--- config.mk ---
export PLATFORM = sky130hd
export DESIGN_NAME = gpio_irq_bank
export DESIGN_NICKNAME = d
export VERILOG_FILES = /design/src/rtl/gpio_bank_pkg.sv /design/src/rtl/gpio_sync.sv /design/src/rtl/gpio_trig_detect.sv /design/src/rtl/gpio_regs.sv /design/src/rtl/gpio_irq_bank.sv
export SDC_FILE = /design/constraint.sdc
export NUM_CORES = 1
export LEC_CHECK = 0
export ABC_CLOCK_PERIOD_IN_PS = 1900
export BUFFER_PORTS_ARGS = -buffer_cell sky130_fd_sc_hd__buf_2
export CORE_ASPECT_RATIO = 1.4
export CORE_MARGIN = 5
export CORE_UTILIZATION = 42
export DETAILED_ROUTE_END_ITERATION = 10
export PLACE_DENSITY = 0.67
export RECOVER_POWER = 50
export SYNTH_ARGS = -nofsm -noshare
export SYNTH_HDL_FRONTEND = slang
export SYNTH_SLANG_ARGS = --single-unit
--- constraint.sdc ---
create_clock -name clk_i -period 1.9 [get_ports clk_i]
set_input_delay 0 -clock clk_i [delete_from_list [all_inputs] [get_ports clk_i]]
set_output_delay 0 -clock clk_i [all_outputs]
set_load 0.02 [all_outputs]
--- src/rtl/gpio_bank_pkg.sv ---
`timescale 1ns/1ps
package gpio_bank_pkg;
  typedef enum logic [1:0] {
    TRIG_LOW  = 2'd0,
    TRIG_HIGH = 2'd1,
    TRIG_RISE = 2'd2,
    TRIG_FALL = 2'd3
  } trig_e;

  localparam logic [2:0] IDX_DATA   = 3'd0;
  localparam logic [2:0] IDX_OE     = 3'd1;
  localparam logic [2:0] IDX_PAD    = 3'd2;
  localparam logic [2:0] IDX_CFG_LO = 3'd3;
  localparam logic [2:0] IDX_CFG_HI = 3'd4;
  localparam logic [2:0] IDX_MASK   = 3'd5;
  localparam logic [2:0] IDX_STAT   = 3'd6;
  localparam logic [2:0] IDX_EDGE   = 3'd7;
endpackage

--- src/rtl/gpio_sync.sv ---
`timescale 1ns/1ps
module gpio_sync #(
  parameter int WIDTH = 32
) (
  input  logic             clk_i,
  input  logic             rst_ni,
  input  logic [WIDTH-1:0] async_i,
  output logic [WIDTH-1:0] sync_o
);
  logic [WIDTH-1:0] meta_q, sync_q;

  always_ff @(posedge clk_i or negedge rst_ni) begin
    if (!rst_ni) begin
      meta_q <= '0;
      sync_q <= '0;
    end else begin
      meta_q <= async_i;
      sync_q <= meta_q;
    end
  end

  assign sync_o = sync_q;
endmodule

--- src/rtl/gpio_trig_detect.sv ---
`timescale 1ns/1ps
module gpio_trig_detect
  import gpio_bank_pkg::*;
#(
  parameter int PIN_CNT = 32
) (
  input  logic                 clk_i,
  input  logic                 rst_ni,
  input  logic [PIN_CNT-1:0]   level_i,
  input  logic [2*PIN_CNT-1:0] code_i,
  input  logic [PIN_CNT-1:0]   both_i,
  output logic [PIN_CNT-1:0]   hit_o
);
  logic [PIN_CNT-1:0] prev_q;

  always_ff @(posedge clk_i or negedge rst_ni) begin
    if (!rst_ni) prev_q <= '0;
    else         prev_q <= level_i;
  end

  for (genvar k = 0; k < PIN_CNT; k++) begin : g_pin
    trig_e code;
    logic  rise, fall, code_hit;

    assign code = trig_e'(code_i[2*k +: 2]);
    assign rise = level_i[k] & ~prev_q[k];
    assign fall = ~level_i[k] & prev_q[k];

    always_comb begin
      unique case (code)
        TRIG_LOW:  code_hit = ~level_i[k];
        TRIG_HIGH: code_hit = level_i[k];
        TRIG_RISE: code_hit = rise;
        default:   code_hit = fall;
      endcase
    end

    // both-edges bit overrides the code
    assign hit_o[k] = both_i[k] ? (rise | fall) : code_hit;
  end
endmodule

--- src/rtl/gpio_regs.sv ---
`timescale 1ns/1ps
module gpio_regs
  import gpio_bank_pkg::*;
#(
  parameter int PIN_CNT = 32,
  parameter int DW      = 32
) (
  input  logic                 clk_i,
  input  logic                 rst_ni,
  input  logic                 wr_i,
  input  logic [2:0]           idx_i,
  input  logic [DW-1:0]        wdata_i,
  input  logic [PIN_CNT-1:0]   hit_i,
  input  logic [PIN_CNT-1:0]   pad_lvl_i,
  output logic [DW-1:0]        rdata_o,
  output logic [PIN_CNT-1:0]   data_o,
  output logic [PIN_CNT-1:0]   oe_o,
  output logic [2*PIN_CNT-1:0] code_o,
  output logic [PIN_CNT-1:0]   mask_o,
  output logic [PIN_CNT-1:0]   status_o,
  output logic [PIN_CNT-1:0]   edge_o
);
  localparam int HALF = PIN_CNT / 2;
  localparam int CW   = 2 * HALF;

  logic [PIN_CNT-1:0] data_q, oe_q, mask_q, stat_q, edge_q, stat_clr;
  logic [CW-1:0]      cfg_lo_q, cfg_hi_q;
  logic [PIN_CNT-1:0] wpins;
  logic [CW-1:0]      wcfg;

  assign wpins    = wdata_i[PIN_CNT-1:0];
  assign wcfg     = wdata_i[CW-1:0];
  assign stat_clr = (wr_i && idx_i == IDX_STAT) ? wpins : '0;

  always_ff @(posedge clk_i or negedge rst_ni) begin
    if (!rst_ni) begin
      data_q   <= '0;
      oe_q     <= '0;
      mask_q   <= '0;
      edge_q   <= '0;
      cfg_lo_q <= '0;
      cfg_hi_q <= '0;
    end else if (wr_i) begin
      unique case (idx_i)
        IDX_DATA:   data_q   <= wpins;
        IDX_OE:     oe_q     <= wpins;
        IDX_CFG_LO: cfg_lo_q <= wcfg;
        IDX_CFG_HI: cfg_hi_q <= wcfg;
        IDX_MASK:   mask_q   <= wpins;
        IDX_EDGE:   edge_q   <= wpins;
        default: ;
      endcase
    end
  end

  // set has priority over write-one-to-clear
  always_ff @(posedge clk_i or negedge rst_ni) begin
    if (!rst_ni) stat_q <= '0;
    else         stat_q <= (stat_q & ~stat_clr) | hit_i;
  end

  always_comb begin
    unique case (idx_i)
      IDX_DATA:   rdata_o = DW'(data_q);
      IDX_OE:     rdata_o = DW'(oe_q);
      IDX_PAD:    rdata_o = DW'(pad_lvl_i);
      IDX_CFG_LO: rdata_o = DW'(cfg_lo_q);
      IDX_CFG_HI: rdata_o = DW'(cfg_hi_q);
      IDX_MASK:   rdata_o = DW'(mask_q);
      IDX_STAT:   rdata_o = DW'(stat_q);
      default:    rdata_o = DW'(edge_q);
    endcase
  end

  assign data_o   = data_q;
  assign oe_o     = oe_q;
  assign code_o   = {cfg_hi_q, cfg_lo_q};
  assign mask_o   = mask_q;
  assign status_o = stat_q;
  assign edge_o   = edge_q;

  a_r8_set_wins: assert property (@(posedge clk_i) disable iff (!rst_ni)
    (|hit_i) |=> ((status_o & $past(hit_i)) == $past(hit_i)));

  a_r8_w1c_clears: assert property (@(posedge clk_i) disable iff (!rst_ni)
    (wr_i && idx_i == IDX_STAT) |=> ((status_o & $past(wpins & ~hit_i)) == '0));

  a_r3_oe_write: assert property (@(posedge clk_i) disable iff (!rst_ni)
    (wr_i && idx_i == IDX_OE) |=> (oe_o == $past(wpins)));
endmodule

--- src/rtl/gpio_irq_bank.sv ---
`timescale 1ns/1ps
module gpio_irq_bank #(
  parameter int PIN_CNT = 32,
  parameter int DW      = 32
) (
  input  logic               clk_i,
  input  logic               rst_ni,
  input  logic               wr_en_i,
  input  logic [2:0]         reg_sel_i,
  input  logic [DW-1:0]      wdata_i,
  output logic [DW-1:0]      rdata_o,
  input  logic [PIN_CNT-1:0] pad_in_i,
  output logic [PIN_CNT-1:0] pad_out_o,
  output logic [PIN_CNT-1:0] pad_oe_o,
  output logic [1:0]         irq_o
);
  localparam int HALF = PIN_CNT / 2;

  logic [PIN_CNT-1:0]   lvl, hit, mask, status, both, masked;
  logic [2*PIN_CNT-1:0] code;

  gpio_sync #(.WIDTH(PIN_CNT)) u_sync (
    .clk_i   (clk_i),
    .rst_ni  (rst_ni),
    .async_i (pad_in_i),
    .sync_o  (lvl)
  );

  gpio_trig_detect #(.PIN_CNT(PIN_CNT)) u_detect (
    .clk_i   (clk_i),
    .rst_ni  (rst_ni),
    .level_i (lvl),
    .code_i  (code),
    .both_i  (both),
    .hit_o   (hit)
  );

  gpio_regs #(.PIN_CNT(PIN_CNT), .DW(DW)) u_regs (
    .clk_i     (clk_i),
    .rst_ni    (rst_ni),
    .wr_i      (wr_en_i),
    .idx_i     (reg_sel_i),
    .wdata_i   (wdata_i),
    .hit_i     (hit),
    .pad_lvl_i (lvl),
    .rdata_o   (rdata_o),
    .data_o    (pad_out_o),
    .oe_o      (pad_oe_o),
    .code_o    (code),
    .mask_o    (mask),
    .status_o  (status),
    .edge_o    (both)
  );

  assign masked = status & mask;

  for (genvar l = 0; l < 2; l++) begin : g_irq
    assign irq_o[l] = |masked[l*HALF +: HALF];
  end

  a_r9_masked_quiet: assert property (@(posedge clk_i) disable iff (!rst_ni)
    (mask == '0) |-> (irq_o == 2'b00));
endmodule

==> impl_metrics.yaml <==
run_status:
  outcome: "completed"
global_route:
  grt_max_degree: 97
  first_global_vias: 11110
  antenna_found_initial: 0
  grt_pass1_wl_um: 65590
  overflow: 0
  grt_usage_pct: 20.80
final_layout:
  syn_to_final_growth_pct: 24.54
  fin_area_sq_um: 19040
  num_antenna_cells: 0
  mostFrequentLayoutCells: "291 x dfrtp_1, 211 x mux2_2, 155 x buf_2"
  nets: 1622
  drive_gt1_share_pct: 38.38
  mostFrequentLayoutCell: "dfrtp_1"
yosys:
  synthCells: 1200
  yosysWarnings: 0
  yosysSeqAreaShare_pct: 52.38
  synth_edf_count: 0
  yosys-top-cells-area: "dfrtp_1 52%, mux2_2 16%, ha_1 5.2%, mux2i_1 2.8%, inv_1 2.2%"
  yosysTopAreaCell: "dfrtp_1"
  syn-num-nets: 1334
  synth-seq-cells: 320
  avgSynthCellArea_sq_um: 12.74
  synth.cell_area_sq_um: 15290
  async_flop_share_pct: 100.0
  synth_top_cell_area_share_pct: 52.38
  yosysUniqueCellTypes: 44
  synth_flop_cell: "dfrtp_1"
routing:
  dr_wl_met3_um: 1994
  ant_nets: 0
  wl_met2_um: 21660
  wl_met1_um: 17130
  via_per_inst: 5.537
  dr.pass1.iters: 5
  routed_wl_um: 42450
  drt_iter0_markers: 681
  wire_per_inst_um: 21.48
  drc_errors: 0
  routed.top_layer: "met4"
  dr_total_vias: 10940
setup_path:
  arrival_ns: 1.86
  end_kind: "output pin"
  slowest_stage: "mux4_2"
  worstPathCellList: "mux4_2, mux2_4, buf_6"
  reg2regPathDepth: 5
  path_class: "flip-flop to output pin"
  cpPeakStageDelay_ns: 0.50
  r2r_setup_slack_ns: 0.36
  start_kind: "flip-flop"
  reg2reg_to: "u_regs.status_o[6]"
  crit_path_start: "u_sync.sync_o[21]"
  critPathRequiredTime_ns: 1.90
  critical_path_peak_fanout: 2
  critPathCapture: "rdata_o[21]"
  timing.rr.start: "u_sync.sync_o[6]"
floorplanning:
  rows: 82
  core_area_sq_um: 35910
  dieWidth_um: 171.2
  boundaryPins: 168
  initial_core_util_pct: 42.57
  fp.dieH_um: 235.7
  die_area_sq_um: 40370
sta:
  rsz0062_at_grt: "yes"
  fin_crit_sh_pct: 98.06
  slew_viol_final: 0
  setup_tns_ns: 0
  fin_skew_ns: 0.01387
  setup_viol: 0
  max_slew.worst_pin.slew_ns: 1.139
  post-route-min-period_ns: 1.863
  max_clock_freq_ghz: 0.5367
  slew_headroom_pct: 24.06
  final_hold_viol_count: 0
clock_network:
  clk_pin_slew_ns: 0.06
  clock-root-buffer: "clkbuf_16"
  clk_path_buf_depth: 3
  h-tree-depth: 2
  cts_buffers: 34
  clock_latency_ns: 0.52
  clock-sinks: 320
  tritoncts: "yes"
power_and_ir_drop:
  p_per_area_nw_per_um2: 1062
  vdd_drop_max_v: 0.0008935
  leakage_nw: 8.540
  power_mw: 20.22
hold_path:
  hold_class: "primary input to flip-flop"
placement:
  gp_congestion: 0.8259
  io_buffers: 167
  post_dp_cell_area_sq_um: 16800
  dp_hpwl_um: 29370
job:
  drv_cap: 0
==> metal layers <==
metal / vias to the layer above / global-route usage [%]
li1: 4951 / -
met1: 5611 / 26.45
met2: 295 / 35.74
met3: 84 / 2.973
met4: 0 / 7.927
met5: - / 0
==> worst min-delay path by stage <==
stage | from | to | depth (start not counted)
floorplan | rst_ni | u_detect.prev_q[0] | 0
global placement | rst_ni | u_sync.meta_q[30] | 1
detailed placement | rst_ni | u_sync.meta_q[30] | 1
CTS | wr_en_i | u_regs.mask_o[14] | 3
global route | pad_in_i[0] | u_sync.meta_q[0] | 2
finish | wr_en_i | u_regs.mask_o[14] | 3
==> power by group <==
part	total [mW]	switching, mW	internal [mW]
Combinational	4.33	2.11	2.22
Sequential	9.03	1.14	7.89
Clock	6.85	2.76	4.09
Total	20.2	6.01	14.2
==> state kept, by name, indices dropped and copies added (netlist names) <==
| name | cells |
|---|---|
| u_regs.oe_o | 32 |
| u_regs.cfg_lo_q | 32 |
| u_regs.data_o | 32 |
| u_regs.cfg_hi_q | 32 |
| u_sync.meta_q | 32 |
| u_regs.status_o | 32 |
| u_regs.edge_o | 32 |
| u_sync.sync_o | 32 |
| u_detect.prev_q | 32 |
| u_regs.mask_o | 32 |
==> area by class of cell <==
class                      count  area [sq um]
inverter                      89         334.1
clock inverter                 8         78.83
multi-input combinational    732          6706
timing repair buffer         311          2207
tap                          462         578.1
clock buffer                  54          1090
sequential                   320          8044
fill                        3040         16870
==> Yosys cell counts, types with 26 or more instances <==
library cell and number:
buf_2 32, inv_1 89, a21oi_1 26, mux2i_1 43, o211ai_1 30, dfrtp_1 320
mux2_2 215, ha_1 64, nand2_1 76, nand2b_1 26, a211oi_1 31
==> per-stage QoR <==
step / utilization (%) / hold WS, ns / setup WS (ns) / std cells
2_1_floorplan: - / -0.2956 / 0.6482 / 1200
3_3_place_gp: 46.79 / -0.1755 / 0.3114 / 1810
3_5_place_dp: 46.79 / -0.1737 / 0.2774 / 1810
4_1_cts: 52.23 / 0.07739 / -0.006052 / 1946
5_1_grt: 53.02 / 0.1047 / -0.01942 / 1976
6_report: 53.02 / 0.1000 / 0.03684 / 1976
==> what timing repair did <==
action	in CTS	in global routing
buffers inserted	8	30
endpoints found under the setup margin	10	27
hold buffers	66	0
pin swaps	2	5
hold endpoints to repair	576	0
gates resized for setup	20	46
==> cell families (layout without fill, tap and decap cells) <==
kind of cell             Yosys count  after routing  synth area share, %
AO/OA/AOI/OAI                    233            233                11.56
XOR/XNOR                           2              2               0.1146
adder cells (fa/ha/maj)           64             64                5.238
buffers and inverters            148            462                4.493
flip-flops                       320            320                52.38
multiplexers                     274            274                20.72
AND/OR/NAND/NOR                  159            159                5.492
==> critical path: cells and delay by family (launching register included) <==
kind / cells / cell delay (ns)
flops: 1 / 0.43
mux: 2 / 0.79
buf+inv: 1 / 0.13
(Power assumes the default switching activity.)
